==> config.mk <==
export PLATFORM = sky130hd
export DESIGN_NAME = boxcar_avg_top
export DESIGN_NICKNAME = d
export VERILOG_FILES = /design/src/rtl/boxcar_pkg.sv /design/src/rtl/boxcar_seq.sv /design/src/rtl/boxcar_store.sv /design/src/rtl/boxcar_regs.sv /design/src/rtl/boxcar_avg_top.sv
export SDC_FILE = /design/constraint.sdc
export NUM_CORES = 1
export LEC_CHECK = 0
export ABC_AREA = 1
export CAP_MARGIN = 20
export CORE_AREA = 2 2 184 186
export CTS_CLUSTER_DIAMETER = 30
export DETAILED_ROUTE_END_ITERATION = 10
export DIE_AREA = 0 0 186 188
export SYNTH_ARGS = -nofsm -noshare
export SYNTH_HDL_FRONTEND = slang
export SYNTH_SLANG_ARGS = --single-unit
==> constraint.sdc <==
create_clock -name clk -period 14.35 [get_ports clk]
set_input_delay 2.1525 -clock clk [delete_from_list [all_inputs] [get_ports clk]]
set_output_delay 2.1525 -clock clk [all_outputs]
set_load 0.1 [all_outputs]
==> src/rtl/boxcar_pkg.sv <==
package boxcar_pkg;

  typedef enum logic [0:0] {
    ST_IDLE  = 1'b0,
    ST_SWEEP = 1'b1
  } sweep_state_e;

  localparam int unsigned REG_AW = 12;
  localparam int unsigned REG_DW = 16;

  localparam logic [REG_AW-1:0] ADDR_CTRL = 12'h000;
  localparam logic [REG_AW-1:0] ADDR_STAT = 12'h001;
  localparam logic [7:0]        PAGE_MAP  = 8'h01;
  localparam logic [7:0]        PAGE_OUT  = 8'h02;
  localparam logic [1:0]        PAGE_SMP  = 2'b01;

endpackage

==> src/rtl/boxcar_seq.sv <==
module boxcar_seq #(
  parameter int unsigned SLOTS    = 4,
  parameter int unsigned WIN_LOG2 = 2,
  localparam int unsigned DEPTH   = 1 << WIN_LOG2,
  localparam int unsigned SLOT_W  = (SLOTS > 1) ? $clog2(SLOTS) : 1,
  localparam int unsigned PTR_W   = (WIN_LOG2 > 0) ? WIN_LOG2 : 1,
  localparam int unsigned FILL_W  = WIN_LOG2 + 1
) (
  input  logic              clk,
  input  logic              rst_n,
  input  logic              trig_i,
  input  logic              restart_i,
  input  logic              irq_en_i,
  input  logic              clr_done_i,
  input  logic              clr_ovr_i,
  output logic              busy_o,
  output logic              step_o,
  output logic [SLOT_W-1:0] slot_o,
  output logic [PTR_W-1:0]  wptr_o,
  output logic              valid_o,
  output logic              done_o,
  output logic              ovr_o
);
  import boxcar_pkg::*;

  localparam logic [SLOT_W-1:0] SLOT_LAST = SLOT_W'(SLOTS - 1);
  localparam logic [PTR_W-1:0]  PTR_LAST  = PTR_W'(DEPTH - 1);
  localparam logic [FILL_W-1:0] FILL_FULL = FILL_W'(DEPTH);

  sweep_state_e      state_q, state_d;
  logic [SLOT_W-1:0] slot_q, slot_d;
  logic [PTR_W-1:0]  wptr_q, wptr_d;
  logic [FILL_W-1:0] fill_q, fill_d;
  logic              done_q, done_d;
  logic              ovr_q, ovr_d;
  logic              step, last;
  logic              seq_en, flag_en;

  always_comb begin
    step    = (state_q == ST_SWEEP) && !restart_i;
    last    = step && (slot_q == SLOT_LAST);
    state_d = state_q;
    slot_d  = slot_q;
    wptr_d  = wptr_q;
    fill_d  = fill_q;
    if (restart_i) begin
      state_d = ST_IDLE;
      slot_d  = '0;
      wptr_d  = '0;
      fill_d  = '0;
    end else if (state_q == ST_IDLE) begin
      if (trig_i) begin
        state_d = ST_SWEEP;
        slot_d  = '0;
      end
    end else if (last) begin
      state_d = ST_IDLE;
      slot_d  = '0;
      wptr_d  = (wptr_q == PTR_LAST) ? '0 : wptr_q + 1'b1;
      if (fill_q != FILL_FULL) fill_d = fill_q + 1'b1;
    end else begin
      slot_d = slot_q + 1'b1;
    end
    seq_en = restart_i || step || (state_q == ST_IDLE && trig_i);

    done_d = done_q;
    if (clr_done_i) done_d = 1'b0;
    if (last && irq_en_i) done_d = 1'b1;

    ovr_d = ovr_q;
    if (clr_ovr_i) ovr_d = 1'b0;
    if (trig_i && (state_q == ST_SWEEP) && !restart_i) ovr_d = 1'b1;

    flag_en = clr_done_i || clr_ovr_i || last || trig_i;
  end

  always_ff @(posedge clk or negedge rst_n) begin
    if (!rst_n) begin
      state_q <= ST_IDLE;
      slot_q  <= '0;
      wptr_q  <= '0;
      fill_q  <= '0;
    end else if (seq_en) begin
      state_q <= state_d;
      slot_q  <= slot_d;
      wptr_q  <= wptr_d;
      fill_q  <= fill_d;
    end
  end

  always_ff @(posedge clk or negedge rst_n) begin
    if (!rst_n) begin
      done_q <= 1'b0;
      ovr_q  <= 1'b0;
    end else if (flag_en) begin
      done_q <= done_d;
      ovr_q  <= ovr_d;
    end
  end

  assign busy_o  = (state_q == ST_SWEEP);
  assign step_o  = step;
  assign slot_o  = slot_q;
  assign wptr_o  = wptr_q;
  assign valid_o = (fill_q == FILL_FULL);
  assign done_o  = done_q;
  assign ovr_o   = ovr_q;

endmodule

==> src/rtl/boxcar_store.sv <==
module boxcar_store #(
  parameter int unsigned SLOTS    = 4,
  parameter int unsigned WIN_LOG2 = 2,
  parameter int unsigned SAMPLE_W = 10,
  parameter int unsigned SUM_W    = 16,
  localparam int unsigned DEPTH   = 1 << WIN_LOG2,
  localparam int unsigned MEM_N   = SLOTS * DEPTH,
  localparam int unsigned MEM_AW  = (MEM_N > 1) ? $clog2(MEM_N) : 1,
  localparam int unsigned SLOT_W  = (SLOTS > 1) ? $clog2(SLOTS) : 1,
  localparam int unsigned PTR_W   = (WIN_LOG2 > 0) ? WIN_LOG2 : 1
) (
  input  logic                clk,
  input  logic                rst_n,
  input  logic                step_i,
  input  logic                restart_i,
  input  logic [SLOT_W-1:0]   slot_i,
  input  logic [PTR_W-1:0]    wptr_i,
  input  logic [SAMPLE_W-1:0] sample_i,
  input  logic [MEM_AW-1:0]   rd_mem_i,
  input  logic [SLOT_W-1:0]   rd_slot_i,
  output logic [SAMPLE_W-1:0] rd_sample_o,
  output logic [SAMPLE_W-1:0] rd_avg_o
);

  logic [SAMPLE_W-1:0] mem_q [MEM_N];
  logic [SUM_W-1:0]    sum_q [SLOTS];
  logic [SAMPLE_W-1:0] avg_q [SLOTS];

  logic [MEM_AW-1:0]   wr_addr;
  logic [SAMPLE_W-1:0] evict;
  logic [SUM_W-1:0]    sum_nx;
  logic [SAMPLE_W-1:0] avg_nx;

  always_comb begin
    wr_addr = MEM_AW'(int'(slot_i) * DEPTH + int'(wptr_i));
    evict   = mem_q[wr_addr];
    sum_nx  = sum_q[slot_i] - SUM_W'(evict) + SUM_W'(sample_i);
    avg_nx  = SAMPLE_W'(sum_nx >> WIN_LOG2);
  end

  always_ff @(posedge clk or negedge rst_n) begin
    if (!rst_n) begin
      for (int e = 0; e < MEM_N; e++) mem_q[e] <= '0;
    end else if (restart_i) begin
      for (int e = 0; e < MEM_N; e++) mem_q[e] <= '0;
    end else if (step_i) begin
      mem_q[wr_addr] <= sample_i;
    end
  end

  always_ff @(posedge clk or negedge rst_n) begin
    if (!rst_n) begin
      for (int s = 0; s < SLOTS; s++) begin
        sum_q[s] <= '0;
        avg_q[s] <= '0;
      end
    end else if (restart_i) begin
      for (int s = 0; s < SLOTS; s++) begin
        sum_q[s] <= '0;
        avg_q[s] <= '0;
      end
    end else if (step_i) begin
      sum_q[slot_i] <= sum_nx;
      avg_q[slot_i] <= avg_nx;
    end
  end

  assign rd_sample_o = mem_q[rd_mem_i];
  assign rd_avg_o    = avg_q[rd_slot_i];

endmodule

==> src/rtl/boxcar_regs.sv <==
module boxcar_regs #(
  parameter int unsigned SLOTS    = 4,
  parameter int unsigned CONV_CH  = 16,
  parameter int unsigned WIN_LOG2 = 2,
  parameter int unsigned SAMPLE_W = 10,
  localparam int unsigned DEPTH   = 1 << WIN_LOG2,
  localparam int unsigned MEM_N   = SLOTS * DEPTH,
  localparam int unsigned MEM_AW  = (MEM_N > 1) ? $clog2(MEM_N) : 1,
  localparam int unsigned SLOT_W  = (SLOTS > 1) ? $clog2(SLOTS) : 1,
  localparam int unsigned CH_W    = (CONV_CH > 1) ? $clog2(CONV_CH) : 1
) (
  input  logic                clk,
  input  logic                rst_n,
  input  logic                reg_wr_i,
  input  logic [11:0]         reg_addr_i,
  input  logic [15:0]         reg_wdata_i,
  output logic [15:0]         reg_rdata_o,
  input  logic [SLOT_W-1:0]   cur_slot_i,
  output logic [CH_W-1:0]     conv_sel_o,
  output logic                irq_en_o,
  output logic                restart_o,
  output logic                clr_done_o,
  output logic                clr_ovr_o,
  input  logic                done_i,
  input  logic                ovr_i,
  input  logic                valid_i,
  input  logic                busy_i,
  output logic [MEM_AW-1:0]   rd_mem_o,
  output logic [SLOT_W-1:0]   rd_slot_o,
  input  logic [SAMPLE_W-1:0] rd_sample_i,
  input  logic [SAMPLE_W-1:0] rd_avg_i
);
  import boxcar_pkg::*;

  logic [CH_W-1:0] map_q [SLOTS];
  logic [CH_W-1:0] map_d [SLOTS];
  logic            irq_en_q, irq_en_d;
  logic            is_ctrl, is_stat, is_map, is_out, is_smp, slot_hit;
  logic [3:0]      sub_idx;
  logic [9:0]      smp_off;
  logic            map_we;
  logic            unused_wdata;

  assign unused_wdata = ^reg_wdata_i;

  always_comb begin
    sub_idx   = reg_addr_i[3:0];
    smp_off   = reg_addr_i[9:0];
    slot_hit  = int'(sub_idx) < SLOTS;
    is_ctrl   = (reg_addr_i == ADDR_CTRL);
    is_stat   = (reg_addr_i == ADDR_STAT);
    is_map    = (reg_addr_i[11:4] == PAGE_MAP) && slot_hit;
    is_out    = (reg_addr_i[11:4] == PAGE_OUT) && slot_hit;
    is_smp    = (reg_addr_i[11:10] == PAGE_SMP) && (int'(smp_off) < MEM_N);
    rd_slot_o = SLOT_W'(sub_idx);
    rd_mem_o  = MEM_AW'(smp_off);

    restart_o  = reg_wr_i && is_ctrl && reg_wdata_i[1];
    clr_done_o = reg_wr_i && is_stat && reg_wdata_i[0];
    clr_ovr_o  = reg_wr_i && is_stat && reg_wdata_i[1];
    irq_en_d   = (reg_wr_i && is_ctrl) ? reg_wdata_i[0] : irq_en_q;

    map_we = reg_wr_i && is_map;
    map_d  = map_q;
    if (map_we) map_d[rd_slot_o] = reg_wdata_i[CH_W-1:0];

    reg_rdata_o = '0;
    if (is_ctrl)     reg_rdata_o = {15'd0, irq_en_q};
    else if (is_stat) reg_rdata_o = {12'd0, busy_i, valid_i, ovr_i, done_i};
    else if (is_map) reg_rdata_o = 16'(map_q[rd_slot_o]);
    else if (is_out) reg_rdata_o = 16'(rd_avg_i);
    else if (is_smp) reg_rdata_o = 16'(rd_sample_i);
  end

  always_ff @(posedge clk or negedge rst_n) begin
    if (!rst_n) begin
      irq_en_q <= 1'b0;
    end else if (reg_wr_i && is_ctrl) begin
      irq_en_q <= irq_en_d;
    end
  end

  always_ff @(posedge clk or negedge rst_n) begin
    if (!rst_n) begin
      for (int s = 0; s < SLOTS; s++) map_q[s] <= CH_W'(s % CONV_CH);
    end else if (map_we) begin
      map_q <= map_d;
    end
  end

  assign conv_sel_o = map_q[cur_slot_i];
  assign irq_en_o   = irq_en_q;

endmodule

==> src/rtl/boxcar_avg_top.sv <==
module boxcar_avg_top #(
  parameter int unsigned SLOTS    = 4,
  parameter int unsigned CONV_CH  = 16,
  parameter int unsigned WIN_LOG2 = 2,
  parameter int unsigned SAMPLE_W = 10,
  parameter int unsigned IN_W     = 16,
  parameter int unsigned SUM_W    = 16,
  localparam int unsigned DEPTH   = 1 << WIN_LOG2,
  localparam int unsigned MEM_N   = SLOTS * DEPTH,
  localparam int unsigned MEM_AW  = (MEM_N > 1) ? $clog2(MEM_N) : 1,
  localparam int unsigned SLOT_W  = (SLOTS > 1) ? $clog2(SLOTS) : 1,
  localparam int unsigned PTR_W   = (WIN_LOG2 > 0) ? WIN_LOG2 : 1,
  localparam int unsigned CH_W    = (CONV_CH > 1) ? $clog2(CONV_CH) : 1
) (
  input  logic            clk,
  input  logic            rst_n,
  input  logic            trig_i,
  output logic [CH_W-1:0] conv_sel_o,
  input  logic [IN_W-1:0] conv_data_i,
  input  logic            reg_wr_i,
  input  logic [11:0]     reg_addr_i,
  input  logic [15:0]     reg_wdata_i,
  output logic [15:0]     reg_rdata_o,
  output logic            irq_o,
  output logic            valid_o
);

  logic [1:0]          rst_pipe_q;
  logic                rst_sync_n;
  logic                busy_w, step_w, restart_w, irq_en_w;
  logic                clr_done_w, clr_ovr_w, done_w, ovr_w;
  logic [SLOT_W-1:0]   slot_w, rd_slot_w;
  logic [PTR_W-1:0]    wptr_w;
  logic [MEM_AW-1:0]   rd_mem_w;
  logic [SAMPLE_W-1:0] sample_w, rd_sample_w, rd_avg_w;

  always_ff @(posedge clk or negedge rst_n) begin
    if (!rst_n) rst_pipe_q <= 2'b00;
    else        rst_pipe_q <= {rst_pipe_q[0], 1'b1};
  end
  assign rst_sync_n = rst_pipe_q[1];

  assign sample_w = conv_data_i[SAMPLE_W-1:0];

  generate
    if (IN_W > SAMPLE_W) begin : g_hi_bits
      logic unused_hi;
      assign unused_hi = ^conv_data_i[IN_W-1:SAMPLE_W];
    end
  endgenerate

  boxcar_seq #(
    .SLOTS(SLOTS), .WIN_LOG2(WIN_LOG2)
  ) seq_i (
    .clk(clk), .rst_n(rst_sync_n), .trig_i(trig_i), .restart_i(restart_w),
    .irq_en_i(irq_en_w), .clr_done_i(clr_done_w), .clr_ovr_i(clr_ovr_w),
    .busy_o(busy_w), .step_o(step_w), .slot_o(slot_w), .wptr_o(wptr_w),
    .valid_o(valid_o), .done_o(done_w), .ovr_o(ovr_w)
  );

  boxcar_store #(
    .SLOTS(SLOTS), .WIN_LOG2(WIN_LOG2), .SAMPLE_W(SAMPLE_W), .SUM_W(SUM_W)
  ) store_i (
    .clk(clk), .rst_n(rst_sync_n), .step_i(step_w), .restart_i(restart_w),
    .slot_i(slot_w), .wptr_i(wptr_w), .sample_i(sample_w),
    .rd_mem_i(rd_mem_w), .rd_slot_i(rd_slot_w),
    .rd_sample_o(rd_sample_w), .rd_avg_o(rd_avg_w)
  );

  boxcar_regs #(
    .SLOTS(SLOTS), .CONV_CH(CONV_CH), .WIN_LOG2(WIN_LOG2), .SAMPLE_W(SAMPLE_W)
  ) regs_i (
    .clk(clk), .rst_n(rst_sync_n), .reg_wr_i(reg_wr_i), .reg_addr_i(reg_addr_i),
    .reg_wdata_i(reg_wdata_i), .reg_rdata_o(reg_rdata_o), .cur_slot_i(slot_w),
    .conv_sel_o(conv_sel_o), .irq_en_o(irq_en_w), .restart_o(restart_w),
    .clr_done_o(clr_done_w), .clr_ovr_o(clr_ovr_w), .done_i(done_w),
    .ovr_i(ovr_w), .valid_i(valid_o), .busy_i(busy_w), .rd_mem_o(rd_mem_w),
    .rd_slot_o(rd_slot_w), .rd_sample_i(rd_sample_w), .rd_avg_i(rd_avg_w)
  );

  assign irq_o = done_w;

endmodule

# == Word level (Yosys, flattened, before mapping) ==
# Cells that the tools add are included.
# op_classes
addsub,6
multipliers,0
div_mod_pow,0
magnitude_cmp,9
n_eq_ne,8
shift,0
mux,61
bitwise_logic,5
reduce_logical,37
# ops
cell,count
2-to-1 mux 160 bit,2
bitwise mux 160 bit,1
2-to-1 mux 64 bit,2
2-to-1 mux 16 bit,7
2-to-1 mux 10 bit,9
binary-select mux 10 bit (select 4 bit),2
2-to-1 mux 40 bit,2
bitwise mux 64 bit,1
bitwise mux 40 bit,1
demux 10 bit (select 4 bit),1
binary-select mux 16 bit (select 2 bit),1
demux 16 bit (select 2 bit),1
binary-select mux 10 bit (select 2 bit),1
demux 10 bit (select 2 bit),1
2-to-1 mux 4 bit,5
logical AND 1 bit,18
adder 16 x 10 -> 16 bit,1
binary-select mux 4 bit (select 2 bit),2
bitwise mux 16 bit,1
2-to-1 mux 2 bit,8
subtractor 16 x 10 -> 16 bit,1
equality test 12 x 1 -> 1 bit (second input constant),1
zero test 12 bit,1
2-to-1 mux 3 bit,4
other kinds (27),52
# totals
register_bits,293
latchBits,0
mem_bits_rw,0
rom_bits,0
in_bits,48
elab_cells,162
memories,0

# == Longest topological paths before layout ==
# depth
ltp_word,10
mapped_depth,20
depth_no_buf,19

# == Cells and area by module ==
# Synthesis repeated with hierarchy kept, for this count alone.
# hier_totals
cells_unflattened,1825
hier_area_um2,13869.6
# by_module_without_submodules
module,instances,cells_each,area_each_um2,seq_area_each_um2
boxcar_store,1,1514,11707.5,5205.0
boxcar_regs,1,247,1582.8,430.4
boxcar_seq,1,61,525.5,250.2
boxcar_avg_top,1,3,53.8,50.0

# == Least setup slack after synthesis ==
# Ideal clock, no wire load.
# synth_timing
path_type,input -> output
startpoint,input reg_addr_i[7]
endpoint,output reg_rdata_o[0]
arrival_time_ps,4579
path_slack_ps,7618
path_stages,9
n_path_buf,0
cell_sequence,nor2_1 nand3_1 nor2_1 nand2_1 nor2_1 nand2_1 nand2_1 nand2_1 a21oi_1
# synth_via
elab_chain_len,7
elab_cells_between_ends,13
cone_classes,order compare (1); eq/ne (3); mux (5); reduce/logical (4)
# synth_rtl
item,line,text
"start, declared",boxcar_avg_top.sv:21,"input logic [11:0] reg_addr_i,"
less-than comparator 10 x 5 -> 1 bit,boxcar_regs.sv:54,is_smp = (reg_addr_i[11:10] == PAGE_SMP) && (int'(smp_off) < MEM_N);
logical AND 1 bit,boxcar_regs.sv:54,
2-to-1 mux 10 bit,boxcar_regs.sv:72,else if (is_smp) reg_rdata_o = 16'(rd_sample_i);
2-to-1 mux 16 bit,boxcar_regs.sv:71,else if (is_out) reg_rdata_o = 16'(rd_avg_i);
2-to-1 mux 16 bit,boxcar_regs.sv:70,else if (is_map) reg_rdata_o = 16'(map_q[rd_slot_o]);
2-to-1 mux 16 bit,boxcar_regs.sv:69,"else if (is_stat) reg_rdata_o = {12'd0, busy_i, valid_i, ovr_i, done_i};"
2-to-1 mux 16 bit (*),boxcar_regs.sv:68,"if (is_ctrl) reg_rdata_o = {15'd0, irq_en_q};"
"end, declared",boxcar_avg_top.sv:23,"output logic [15:0] reg_rdata_o,"
# Mark *: on every way between the ends. The rest lies on a longest branch, timed or not.

# == Final worst setup path ==
# layout_timing
startpoint,input reg_addr_i[0]
endpoint,output reg_rdata_o[2]
# layout_via
elab_chain_len,9
elab_cells_between_ends,23
cone_classes,order compare (2); eq/ne (1); mux (14); bitwise (2); reduce/logical (4)
# layout_rtl
item,line,text
NOT 4 -> 5 bit (not written as such),boxcar_store.sv:68,assign rd_sample_o = mem_q[rd_mem_i];
binary-select mux 10 bit (select 4 bit),boxcar_store.sv:68,
2-to-1 mux 10 bit (not written as such) (2 in a row),boxcar_store.sv:68,
2-to-1 mux 10 bit,boxcar_regs.sv:72,
2-to-1 mux 16 bit,boxcar_regs.sv:71,
2-to-1 mux 16 bit,boxcar_regs.sv:70,
2-to-1 mux 16 bit,boxcar_regs.sv:69,
2-to-1 mux 16 bit (*),boxcar_regs.sv:68,
# Mark *: on every way between the ends. The rest lies on a longest branch, timed or not. The select of a mux whose other input is x is not followed.

==> impl_metrics.toml <==
[sta]
timing.setup.tns_ps = 0
finalMaxSlewViolations = 0
setup_viol = 0
clock_skew_ps = 38.4
finalWorstSetupSlack_ps = 5500
worst_pin_slew_ps = 1120
hold_violations = 0
grt_setup_unrepaired = "no"
fmax_mhz = 113
max_slew_margin_pct = 24.9
finalCritPeriodShare_pct = 61.7
layout_min_cycle_time_ps = 8850

[finish]
fin_util_pct = 53.1
num-nets-final = 2194
n_fill_cell = 3192
syn2layout_area_growth_pct = 20.4
multi_input_comb_area_mm2 = 0.00693
final-seq-area_mm2 = 0.00594
drive_gt1_share_pct = 7.12
antenna_cells = 0

[critical_path]
end_kind = "output port"
path_delay_family = "buffers and inverters"
cp_cell_sequence = "clkdlybuf4s50_1 -> buf_4 -> inv_1 -> nand2_1 -> buf_4 -> nor2_1 -> a21oi_1 -> nand3_1 -> nand3_1 -> nand3_1 -> nand2_1 -> nand2_1 -> nand2_1 -> clkdlybuf4s50_1"
cp.arrival_ps = 6690
reg2reg_slack_ps = 9970
worstPathMaxFanout = 22
start_kind = "input pin"
path_depth = 14
worstPathRequired_ps = 12200
criticalPathCategory = "in2out"
slowest_stage = "clkdlybuf4s50_1"
path_buf_inv = 5
critPathMostFrequentCell = "nand2_1"
max_stage_delay_ps = 1130
reg2regPathDepth = 15

[grt]
track_usage_pct = 29.7
busiest_layer = "met2"
grt_pass1_wl_um = 78700
grt_max_degree = 98
antenna_found_initial = 1
gr-total-overflow = 0
use_met3_pct = 6.91
met2_usage_pct = 44.1
grt_pass1_vias = 13800
met1_usage_pct = 39.8

[detailed_routing]
vias = 14400
first_iter_violations = 1638
wl_um = 51100
drcViolationCount = 0
ant_nets = 0
avgRoutedWirePerCell_um = 19.6
drt-pass1-iter-count = 6
avgViaCountPerCell = 5.53

[cts]
cts_root_buf = "clkbuf_16"
cts_hold_buf = 0
cts_buffers = 66
clkSinkCount = 237
cts-resized-gates = 0
cts_tree = "built"
insertion_delay_ps = 580
clk_pin_slew_ps = 40
postCtsSetupRepairBufs = 0
htree_levels = 3
clockBufferDepth = 3

[yosys]
synth.avg_cell_area_um2 = 6.94
netlist_area_mm2 = 0.0146
ys_ff_latch = 237
ys_seq_area_share_pct = 40.6
ys_types = 40
postSynthCellCount = 2108
ys_warn_count = 0

[min_path]
hold_class = "reg2async"

[outcome]
status = "complete, no violations"

[power]
ir_drop_v = 0.000186
power_density_mw_per_mm2 = 300
leakagePower_nw = 9.17

[die]
dieArea_mm2 = 0.0350
initial_core_util_pct = 44.2
fp.dieH_um = 188
io_pins = 70
std_cell_rows = 67
die_w_um = 186
core_mm2 = 0.0331

[placement]
port_buffers = 45
dp_slack_ps = 5680
place.gp.congestion = 0.932
dp_hpwl_um = 30800

[run]
drv_cap = 0
-- sequential cells by signal (all words and copies together), names as in the netlist --
signal	flops
regs_i.irq_en_o	1
regs_i.map_q	16
rst_pipe_q	2
seq_i.busy_o	1
seq_i.done_o	1
seq_i.fill_q	3
seq_i.ovr_o	1
seq_i.slot_o	2
seq_i.wptr_o	2
store_i.avg_q	36
store_i.mem_q	160
store_i.sum_q	12
-- cell families after synthesis --
logic type      Yosys count  share of synthesized area (%)
simple gates            797                           21.7
compound gates          568                           21.6
buf+inv                 462                           12.2
flops                   237                           40.6
fa+ha+maj                32                           3.25
xor+xnor                  9                          0.539
other cells               2                         0.0514
mux                       1                         0.0685
-- cell usage in the layout, fill, tap and decap left out, types with 4 or more instances in the layout --
cell / synthesis / layout
fa_1: 10 / 10
nand2_1: 560 / 559
clkbuf_16: 0 / 69
o31ai_1: 13 / 13
o2111ai_1: 8 / 8
xor2_1: 6 / 6
dfstp_2: 4 / 4
a31oi_1: 4 / 4
nand4_1: 6 / 6
o22ai_1: 70 / 70
ha_1: 22 / 22
nor2_1: 141 / 139
dfrtp_1: 233 / 230
inv_1: 319 / 319
conb_1: 2 / 7
clkinv_2: 0 / 12
o21a_1: 5 / 5
a21oi_1: 93 / 93
o211ai_1: 23 / 23
nand2_2: 4 / 5
o21ai_0: 327 / 327
clkbuf_8: 0 / 4
buf_4: 6 / 24
o221ai_1: 14 / 14
inv_2: 4 / 4
bufinv_16: 0 / 11
clkbuf_1: 101 / 14
clkdlybuf4s50_1: 0 / 45
nand3_1: 72 / 72
-- per-layer routing --
metal	part of all wire, %	wire length (µm)
met1	42	21600
met2	43	22200
met3	9.2	4710
met4	5.0	2530
met5	0	0
-- synthesized netlist by cell type (all sizes together) --
cell	count	area share (%)
a21oi	93	3.2
a22oi	3	0.15
or2	3	0.13
o21ai	327	11
o22ai	70	3.0
nand2	564	15
xor2	6	0.36
a32o	1	0.068
nand3b	2	0.10
a21boi	3	0.15
ha	22	1.9
dfrtp	233	40
mux2i	1	0.068
buf	35	1.3
nand4	7	0.34
nor2	144	3.9
a31oi	4	0.17
o2111ai	8	0.48
nor3	5	0.24
o31ai	13	0.67
o211ai	23	1.2
o221ai	14	0.84
clkinv	3	0.077
clkbuf	101	2.6
o21bai	1	0.051
conb	2	0.051
o21a	5	0.26
fa	10	1.4
nand3	72	2.5
dfstp	4	0.72
a221oi	3	0.18
xnor2	3	0.18
inv	323	8.3
-- per-stage QoR --
step	instance area (µm²)	instances	hold slack, ps	power, W
5_1_grt	17600	2611	360	0.00570
3_5_place_dp	15300	2494	338	0.00371
4_1_cts	17600	2611	355	0.00526
3_3_place_gp	15300	2494	334	0.00365
6_report	17600	2611	333	0.00529
2_1_floorplan	14600	2113	331	0.00305
-- power by group --
part / switching, W / internal, W / total [W] / leakage, nW
sequential: 0.000214 / 0.000989 / 0.00120 / 2.89
clock: 0.000442 / 0.00109 / 0.00153 / 1.13
combinational: 0.00171 / 0.000844 / 0.00255 / 5.15
-- final cells by class --
| type | count | share of cell area (%) |
|---|---|---|
| tap | 448 | 3.19 |
| timing repair buffer | 69 | 3.58 |
| clock inverter | 30 | 2.70 |
| sequential | 237 | 33.8 |
| clock buffer | 87 | 10.4 |
| multi-input combinational | 1414 | 39.4 |
| inverter | 326 | 6.95 |
-- path summary, 6_finish.rpt --
| kind | startpoint | endpoint |
|---|---|---|
| min reg2reg | rst_pipe_q[1] | store_i.mem_q[80] |
| max in group asynchronous | rst_pipe_q[1] | seq_i.slot_o[0] |
| min | rst_pipe_q[1] | store_i.mem_q[80] |
| max | reg_addr_i[0] | reg_rdata_o[2] |
| max reg2reg | seq_i.wptr_o[0] | store_i.avg_q[24] |
| min in group clk | rst_pipe_q[0] | rst_pipe_q[1] |
No activity file was read; power rests on OpenSTA's default activity.
